--- src/rtl/fs_pkg.sv ---
package fs_pkg;
    // Fault status reported to the outside: which class holds the drivers off.
    typedef struct packed {
        logic oc;   // overcurrent latched
        logic ot;   // over-temperature latched
        logic uv;   // undervoltage active
    } fs_status_t;

    // Number of reset-release edges before the enable may rise.
    localparam int unsigned ARM_EDGES = 2;
endpackage

--- src/rtl/fs_sync.sv ---
// fs_sync: a synchronizer chain for a vector of asynchronous flags.
// Each bit has STAGES flops. The output is the last stage. The chain
// clears to zero on synchronous active-low reset. Assumes each bit is
// an independent level flag, with no coherence needed across bits.
module fs_sync #(
    parameter int unsigned WIDTH  = 4,
    parameter int unsigned STAGES = 2
) (
    input  logic             clk,
    input  logic             rst_n,
    input  logic [WIDTH-1:0] d_raw,
    output logic [WIDTH-1:0] q_sync
);
    logic [WIDTH-1:0] chain [STAGES];

    generate
        for (genvar s = 0; s < STAGES; s++) begin : g_stage
            if (s == 0) begin : g_first
                // First stage samples the raw asynchronous inputs.
                always_ff @(posedge clk) begin
                    if (!rst_n) chain[0] <= '0;
                    else        chain[0] <= d_raw;
                end
            end else begin : g_next
                // Later stages shift the previous stage along.
                always_ff @(posedge clk) begin
                    if (!rst_n) chain[s] <= '0;
                    else        chain[s] <= chain[s-1];
                end
            end
        end
    endgenerate

    assign q_sync = chain[STAGES-1];
endmodule

--- src/rtl/fs_oc_qual.sv ---
// fs_oc_qual: deglitch and latch for the current-limit flags.
// Counts the consecutive cycles in which any synchronized flag is high.
// Reaching LIMIT cycles sets a sticky latch that clears only on reset.
// Any cycle with every flag low clears the count. Assumes LIMIT >= 2.
module fs_oc_qual #(
    parameter int unsigned NUM_BRIDGES = 4,
    parameter int unsigned LIMIT       = 4
) (
    input  logic                   clk,
    input  logic                   rst_n,
    input  logic [NUM_BRIDGES-1:0] ilim_s,
    output logic                   oc_latched
);
    localparam int unsigned CW = (LIMIT > 2) ? $clog2(LIMIT) : 1;
    localparam logic [CW-1:0] TERM = CW'(LIMIT - 1);

    logic          any_lim;
    logic [CW-1:0] cnt_q;
    logic          oc_q;

    assign any_lim = |ilim_s;

    // Qualification counter: runs while any flag is high, else clears.
    always_ff @(posedge clk) begin
        if (!rst_n)                         cnt_q <= '0;
        else if (!any_lim)                  cnt_q <= '0;
        else if (cnt_q != TERM)             cnt_q <= cnt_q + 1'b1;
    end

    // Sticky overcurrent latch: sets on the LIMIT-th consecutive sample.
    always_ff @(posedge clk) begin
        if (!rst_n)                         oc_q <= 1'b0;
        else if (any_lim && cnt_q == TERM)  oc_q <= 1'b1;
    end

    assign oc_latched = oc_q;

    // counter never passes its terminal value
    p_cnt_bound_r1: assert property (@(posedge clk) disable iff (!rst_n)
        cnt_q <= TERM);
    // a new latch needs a flag seen high on the previous sample
    p_oc_cause_r1: assert property (@(posedge clk) disable iff (!rst_n)
        $rose(oc_q) |-> $past(any_lim));
    // latch is sticky while out of reset
    p_oc_sticky_r3: assert property (@(posedge clk) disable iff (!rst_n)
        oc_q |=> oc_q);
endmodule

--- src/rtl/fs_core.sv ---
// fs_core: combines the fault classes into the enable and indexer reset.
// Latches over-temperature until reset and passes undervoltage through
// without a latch. Arms the enable ARM_EDGES edges after reset release,
// so the synchronizers hold valid samples before drivers may turn on.
module fs_core
    import fs_pkg::*;
(
    input  logic       clk,
    input  logic       rst_n,
    input  logic       oc_latched,
    input  logic       ot_s,
    input  logic       uv_s,
    output logic       drv_en,
    output logic       idx_rst,
    output fs_status_t status
);
    logic [ARM_EDGES-1:0] arm_q;
    logic                 armed;
    logic                 ot_q;

    // Arming shift register: fills with ones after reset release.
    always_ff @(posedge clk) begin
        if (!rst_n) arm_q <= '0;
        else        arm_q <= {arm_q[ARM_EDGES-2:0], 1'b1};
    end

    assign armed = arm_q[ARM_EDGES-1];

    // Thermal latch: set by the synchronized flag, cleared only by reset.
    always_ff @(posedge clk) begin
        if (!rst_n)    ot_q <= 1'b0;
        else if (ot_s) ot_q <= 1'b1;
    end

    // Enable: armed and free of every fault. Live thermal acts at once.
    always_comb begin
        drv_en  = armed && !oc_latched && !ot_q && !ot_s && !uv_s;
        idx_rst = !armed || uv_s;
        status  = '{oc: oc_latched, ot: ot_q, uv: uv_s};
    end

    // thermal latch is sticky while out of reset
    p_ot_sticky_r5: assert property (@(posedge clk) disable iff (!rst_n)
        ot_q |=> ot_q);
    // a synchronized thermal flag is latched on the next edge
    p_ot_capture_r4: assert property (@(posedge clk) disable iff (!rst_n)
        ot_s |=> ot_q);
endmodule

--- src/rtl/fault_supervisor.sv ---
// fault_supervisor: top of the driver fault protection supervisor.
// Synchronizes the raw flags, qualifies overcurrent, latches thermal
// faults, passes undervoltage through, and drives one global enable
// and an indexer reset. Assumes rst_n is low from power-up.
module fault_supervisor
    import fs_pkg::*;
#(
    parameter int unsigned NUM_BRIDGES = 4,
    parameter int unsigned OC_LIMIT    = 4,
    parameter int unsigned SYNC_STAGES = 2
) (
    input  logic                   clk,
    input  logic                   rst_n,
    input  logic [NUM_BRIDGES-1:0] ilim_raw,
    input  logic                   otemp_raw,
    input  logic                   uvolt_raw,
    output logic                   drv_en,
    output logic                   idx_rst,
    output logic                   stat_oc,
    output logic                   stat_ot,
    output logic                   stat_uv
);
    localparam int unsigned SW = NUM_BRIDGES + 2;

    logic [SW-1:0]          raw_all;
    logic [SW-1:0]          sync_all;
    logic [NUM_BRIDGES-1:0] ilim_s;
    logic                   ot_s;
    logic                   uv_s;
    logic                   oc_latched;
    fs_status_t             status;

    assign raw_all = {uvolt_raw, otemp_raw, ilim_raw};
    assign ilim_s  = sync_all[NUM_BRIDGES-1:0];
    assign ot_s    = sync_all[NUM_BRIDGES];
    assign uv_s    = sync_all[NUM_BRIDGES+1];

    fs_sync #(.WIDTH(SW), .STAGES(SYNC_STAGES)) u_sync (
        .clk    (clk),
        .rst_n  (rst_n),
        .d_raw  (raw_all),
        .q_sync (sync_all)
    );

    fs_oc_qual #(.NUM_BRIDGES(NUM_BRIDGES), .LIMIT(OC_LIMIT)) u_oc (
        .clk        (clk),
        .rst_n      (rst_n),
        .ilim_s     (ilim_s),
        .oc_latched (oc_latched)
    );

    fs_core u_core (
        .clk        (clk),
        .rst_n      (rst_n),
        .oc_latched (oc_latched),
        .ot_s       (ot_s),
        .uv_s       (uv_s),
        .drv_en     (drv_en),
        .idx_rst    (idx_rst),
        .status     (status)
    );

    assign stat_oc = status.oc;
    assign stat_ot = status.ot;
    assign stat_uv = status.uv;

    // a latched overcurrent keeps every driver off
    p_oc_blocks_en_r2: assert property (@(posedge clk) disable iff (!rst_n)
        oc_latched |-> !drv_en);
    // active undervoltage keeps drivers off
    p_uv_blocks_en_r6: assert property (@(posedge clk) disable iff (!rst_n)
        uv_s |-> !drv_en);
    // active undervoltage holds the indexer in reset
    p_uv_idx_r7: assert property (@(posedge clk) disable iff (!rst_n)
        uv_s |-> idx_rst);
    // first edge out of reset never enables the drivers
    p_en_after_rst_r8: assert property (@(posedge clk) disable iff (!rst_n)
        $past(!rst_n) |-> !drv_en);
endmodule

--- config.mk ---
export PLATFORM = sky130hd
export DESIGN_NAME = fault_supervisor
export DESIGN_NICKNAME = d
export VERILOG_FILES = /design/src/rtl/fs_pkg.sv /design/src/rtl/fs_sync.sv /design/src/rtl/fs_oc_qual.sv /design/src/rtl/fs_core.sv /design/src/rtl/fault_supervisor.sv
export SDC_FILE = /design/constraint.sdc
export NUM_CORES = 1
export LEC_CHECK = 0
export BUFFER_PORTS_ARGS = -buffer_cell sky130_fd_sc_hd__buf_4
export CAP_MARGIN = 20
export CORE_AREA = 2 2 39 41
export CTS_CLUSTER_SIZE = 10
export DETAILED_ROUTE_END_ITERATION = 12
export DIE_AREA = 0 0 41 43
export HOLD_SLACK_MARGIN = 0.02
export PLACE_DENSITY = 0.66
export SYNTH_ARGS = -nofsm -noshare
export SYNTH_HDL_FRONTEND = slang
export SYNTH_HIERARCHICAL = 1
export SYNTH_SLANG_ARGS = --single-unit
--- constraint.sdc ---
create_clock -name clk -period 1.7 [get_ports clk]
set_input_delay 0.085 -clock clk [delete_from_list [all_inputs] [get_ports clk]]
set_output_delay 0.085 -clock clk [all_outputs]
set_load 0.02 [all_outputs]
==> flow_metrics.tcl, run 1 <==
set metrics [dict create \
    crit_cells 2 \
    vias 351 \
    cts.clk_slew.worst_paths_ns 0.09 \
    synth_seq_cells 18 \
    r2r_slack_ns 0.72 \
    pwr_density_cell_nw_per_um2 993 \
    row_count 14 \
    track_usage 0.112 \
    clk_path_buf_depth 2 \
    syn_to_final_growth_pct 31.1 \
    reg2reg_depth 2 \
    tightest_slew_ns 0.388 \
    fin_nets 76 \
    routed_wl_um 754 \
    pre_cts_ws_ns 0.713 \
    leakage_nw 0.340 \
    die-area_um2 1760 \
    initial_core_util 0.424 \
    hold_viol 0 \
    diodes 0 \
    drt-initial-drc-count 0 \
    final_common_cell "dfxtp_1" \
    slew_headroom 0.738 \
    place_congestion 0.609 \
    skew_ns 0.00409 \
    min_path_cells 1 \
    final_cells 82 \
    synth_cell_type_count 16 \
    synth_area_um2 587 \
    fin_ws_ns 0.571 \
    gr-usage-met3 0.0314 \
    crit_arrival_ns 1.04 \
    crit_family "flip-flops" \
    max_freq_mhz 886 \
    slowest_delay_ns 0.34 \
    cts_setup_buffers 0 \
    placedCellCount 71 \
    syn_avg_cell_area_um2 12.5 \
    grt_max_degree 18 \
    hold_class "flip-flop to flip-flop" \
    worstPathRequired_ns 1.62 \
    vias_per_cell 4.28 \
    fin_crit_sh 0.664 \
    fin_setup_tns_ns 0 \
    drt_first_pass_iters 1 \
    crit_chain "nor4_2, buf_4" \
    final_max_slew_viol_count 0 \
    chipWidth_um 41 \
    cp.buffers_inverters 1 \
    design_area_um2 769 \
    first_global_vias 334 \
    status "complete, no violations" \
    grt-ovfl-total 0 \
    yosys_warnings 6 \
    startpoint_type "flip-flop" \
    root_buffer "clkbuf_4" \
    drc 0 \
    cts_tree "built" \
    postRouteAntennaNets 0 \
    placed_cell_area_um2 663 \
    core_um2 1380 \
    crit_path_end_kind "output pin" \
    total_power_w 0.000764 \
    fin_crit_ns 1.13 \
    peakVddDrop_mv 0.476 \
    yosysSeqAreaShare 0.614 \
    portBuffers 12 \
    setup_viol 0 \
    use_met1 0.127 \
    rsz0062_at_grt "no" \
    pin_count 13 \
    grt_use_met2 0.169 \
    antenna_found_initial 0 \
    netlist_instances 47 \
    die_h_um 43 \
    slowest_stage "dfxtp_1" \
    mostFrequentLayoutCells "dfxtp_1, buf_4, and2_2" \
    cts_buffers 3 \
    clk_latency_ns 0.28 \
    cts_max_level 1 \
    wl_per_cell_um 9.20 \
    layout-drive-gt1-share 0.409 \
    grt_busiest_layer "met2" \
    cp_max_fo 3 \
    cts_sinks 18 \
    r2r-end "u_oc/oc_latched" \
    r2r-start "u_sync/chain[1][1]" \
    grt_first_pass_wirelength_mm 1.28 \
    syn_nets 56 \
    hold_start "u_sync/chain[0][1]" \
    crit_type "flip-flop to output pin" \
    maxCapViolations 0 \
    hold_end "u_sync/chain[1][1]" \
]
## power by group
| part | internal, W | leakage, nW | total [W] | switching (W) |
|---|---|---|---|---|
| Combinational | 0.0000437 | 0.170 | 0.0000684 | 0.0000248 |
| Clock | 0.000130 | 0.0210 | 0.000247 | 0.000116 |
| Sequential | 0.000441 | 0.149 | 0.000449 | 0.00000791 |
## sequential cells by signal (all words and copies together), names as in the netlist
signal	flops
u_sync/chain	12
u_core/arm_q	2
u_oc/cnt_q	2
u_oc/oc_latched	1
u_core/ot_q	1
## through the flow
stage	hold slack, ns	util
floorplan	0.113	-
global placement	0.301	0.479
detailed placement	0.299	0.479
CTS	0.440	0.556
global route	0.464	0.556
finish	0.439	0.556
## repair_timing
action / in CTS / in global routing
endpoints found under the hold margin: 7 / 0
hold buffers: 7 / 0
endpoints found under the setup margin: 0 / 0
gates resized for setup: 0 / 0
## cells by family (layout without fill, tap and decap cells)
group                      after synthesis  after routing  synth area share
adders and majority gates                1              1            0.0213
buffers and inverters                    5             24            0.0640
muxes                                    1              1            0.0171
AOI/OAI and AO/OA                        3              3            0.0490
DFF                                     18             18             0.614
and+or+nand+nor                         18             18             0.220
xor gates and xnor gates                 1              1            0.0149
## worst max path at each step
| stage | from | endpoint |
|---|---|---|
| after floorplan | u_sync/chain[1][5] | drv_en |
| after global placement | u_sync/chain[1][1] | u_oc/cnt_q[1] |
| after detailed placement | u_sync/chain[1][1] | u_oc/oc_latched |
| after CTS | u_core/ot_q | drv_en |
| after global routing | u_sync/chain[1][5] | drv_en |
| final | u_core/ot_q | drv_en |
## area by class of cell
type	instances	area, um^2
inverter	1	3.75
sequential	18	360
fill	121	614
clock buffer	4	36.3
tap	16	20.0
multi-input combinational	24	189
timing repair buffer	19	160
## routing by layer
| layer | vias to the layer above | part of all wire | wire, um |
|---|---|---|---|
| li1 | 185 | - | - |
| met1 | 152 | 0.42 | 318 |
| met2 | 12 | 0.51 | 384 |
| met3 | 2 | 0.058 | 44 |
| met4 | 0 | 0.0080 | 6 |
| met5 | - | 0 | 0 |
## synth_stat cells (all sizes together)
master,number,share of area
buf,4,0.058
o41ai,1,0.028
dfxtp,18,0.61
ha,1,0.021
nand2b,1,0.023
and2,13,0.16
o21ai,1,0.0085
nor4,1,0.021
xor2,1,0.015
mux2i,1,0.017
nor2,2,0.013
o21a,1,0.013
inv,1,0.0064
nand2,1,0.0064
(Power assumes the default switching activity.)
==> run 2: changes to the inputs <==
--- a/config.mk
+++ b/config.mk
@@ -7,12 +7,11 @@
 export LEC_CHECK = 0
 export BUFFER_PORTS_ARGS = -buffer_cell sky130_fd_sc_hd__buf_4
 export CAP_MARGIN = 20
-export CORE_AREA = 2 2 39 41
+export CORE_UTILIZATION = 43
 export CTS_CLUSTER_SIZE = 10
 export DETAILED_ROUTE_END_ITERATION = 12
-export DIE_AREA = 0 0 41 43
 export HOLD_SLACK_MARGIN = 0.02
-export PLACE_DENSITY = 0.66
+export PLACE_DENSITY = 0.67
 export SYNTH_ARGS = -nofsm -noshare
 export SYNTH_HDL_FRONTEND = slang
 export SYNTH_HIERARCHICAL = 1
==> constraint.sdc (replaced) <==
create_clock -name clk -period 1 [get_ports clk]
set_input_delay 0.05 -clock clk [delete_from_list [all_inputs] [get_ports clk]]
set_output_delay 0.05 -clock clk [all_outputs]
set_load 0.02 [all_outputs]
==> flow_metrics.tcl, run 2 (synthesized netlist as in run 1, its figures left out) <==
set metrics [dict create \
    wl_per_cell_um 9.02 \
    crit_arrival_ns 1.05 \
    row_count 12 \
    design_area_um2 798 \
    syn_to_final_growth_pct 36.0 \
    drt-initial-drc-count 4 \
    cts_sinks 18 \
    pre_cts_ws_ns 0.0636 \
    clk_latency_ns 0.28 \
    p_int_w 0.00105 \
    portBuffers 12 \
    slowest_delay_ns 0.35 \
    grt_max_degree 18 \
    fin_ws_ns -0.103 \
    max_freq_mhz 906 \
    initial_core_util 0.495 \
    hold_class "flip-flop to flip-flop" \
    dp.final_hpwl_um 478 \
    first_global_vias 305 \
    fin_crit_ns 1.10 \
    pin_count 13 \
    postRouteAntennaNets 0 \
    die_h_um 38.9 \
    rsz0062_at_grt "yes" \
    clk_path_buf_depth 2 \
    tightest_slew_ns 0.291 \
    swShare 0.199 \
    cts_buffers 3 \
    layout-drive-gt1-share 0.448 \
    slowest_stage "dfxtp_2" \
    hold_viol 0 \
    crit_path_end_kind "output pin" \
    die-area_um2 1520 \
    core_um2 1190 \
    top_register "u_sync/chain" \
    cts.clk_slew.worst_paths_ns 0.09 \
    diodes 0 \
    largest_reg_flops 12 \
    power.share.combinational 0.095 \
    setup_viol 1 \
    fin_crit_sh 1.10 \
    startpoint_type "flip-flop" \
    final_max_slew_viol_count 0 \
    cp_max_fo 2 \
    whs_ns 0.440 \
    placed_cell_area_um2 661 \
    fin_nets 77 \
    violations "setup timing" \
    chipWidth_um 38.9 \
    leakage_nw 0.348 \
    pwr_density_cell_nw_per_um2 1650 \
    routed_wl_um 731 \
    pwr-share-seq 0.583 \
    vias_per_cell 4.40 \
    grt_first_pass_wirelength_mm 1.22 \
    drc 0 \
    worstPathRequired_ns 0.95 \
    slew_headroom 0.805 \
    root_buffer "clkbuf_4" \
    skew_ns 0.00112 \
    cts_max_level 1 \
    peakVddDrop_mv 0.912 \
    power_switching_w 0.000263 \
    clockPowerShare 0.322 \
    crit_type "flip-flop to output pin" \
    maxCapViolations 0 \
    antenna_found_initial 0 \
    place_congestion 0.615 \
    track_usage 0.130 \
    final_common_cell "dfxtp_1" \
    top_regs "u_sync/chain x12, u_core/arm_q x2, u_oc/cnt_q x2" \
    drt_first_pass_iters 2 \
    cts_tree "built" \
    grt-ovfl-total 0 \
    vias 356 \
    status "finished, violations left" \
    crit_chain "nor4_4, buf_4" \
    mostFrequentLayoutCells "dfxtp_1, buf_4, and2_2" \
]
## run 2: cell types whose count changed in the layout (fill, tap and decap cells not counted), sizes merged
cell | previous run | this run
buf | 12 | 13
## run 2: worst paths after layout
| path | start | end | cells after the start | slack [ns] |
|---|---|---|---|---|
| worst max-delay path | u_core/ot_q | drv_en | 2 | -0.10 |
| worst min-delay path | u_sync/chain[0][2] | u_sync/chain[1][2] | 1 | 0.44 |
| worst min register to register | u_sync/chain[0][2] | u_sync/chain[1][2] | 1 | 0.44 |
| worst max register to register | u_oc/cnt_q[0] | u_oc/cnt_q[1] | 3 | 0.07 |
## run 2: worst max-delay path: cells and delay by family, from the launching register on
kind	cells	cell delay, ns
flip-flops	1	0.35
AND/OR/NAND/NOR	1	0.25
buffers and inverters	1	0.17
## run 2: power by group through the flow
stage | Clock, W | Combinational (W) | Sequential (W)
floorplan | 0 | 0.0000627 | 0.000778
global placement | 0 | 0.0000921 | 0.000780
detailed placement | 0 | 0.0000941 | 0.000782
CTS | 0.000438 | 0.000119 | 0.000765
global route | 0.000472 | 0.000139 | 0.000771
finish | 0.000424 | 0.000125 | 0.000768
## run 2: cell type report
cell class	count	area, um^2
sequential	18	362
fill	102	388
tap	14	17.5
clock buffer	4	36.3
inverter	1	3.75
multi-input combinational	24	211
timing repair buffer	20	168
## run 2: routing by layer
metal,global-route usage,vias to the layer above,wire [um]
met4,0.103,0,8
met1,0.142,155,339
met2,0.196,13,345
met5,0,-,0
met3,0.0520,2,38
li1,-,186,-
## run 2: repair_timing
item / in CTS / in global routing
buffers inserted: 1 / 0
gates resized for setup: 1 / 3
setup endpoints to repair: 1 / 4
hold buffers: 7 / 0
endpoints found under the hold margin: 7 / 0
## run 2: metrics by stage
stage                util  power, W  TNS [ns]  std cells
detailed placement  0.557  0.000876         0         69
global route        0.673   0.00138    -0.213         81
global placement    0.557  0.000872         0         69
floorplan               -  0.000841         0         47
finish              0.673   0.00132    -0.103         81
CTS                 0.654   0.00132    -0.115         81
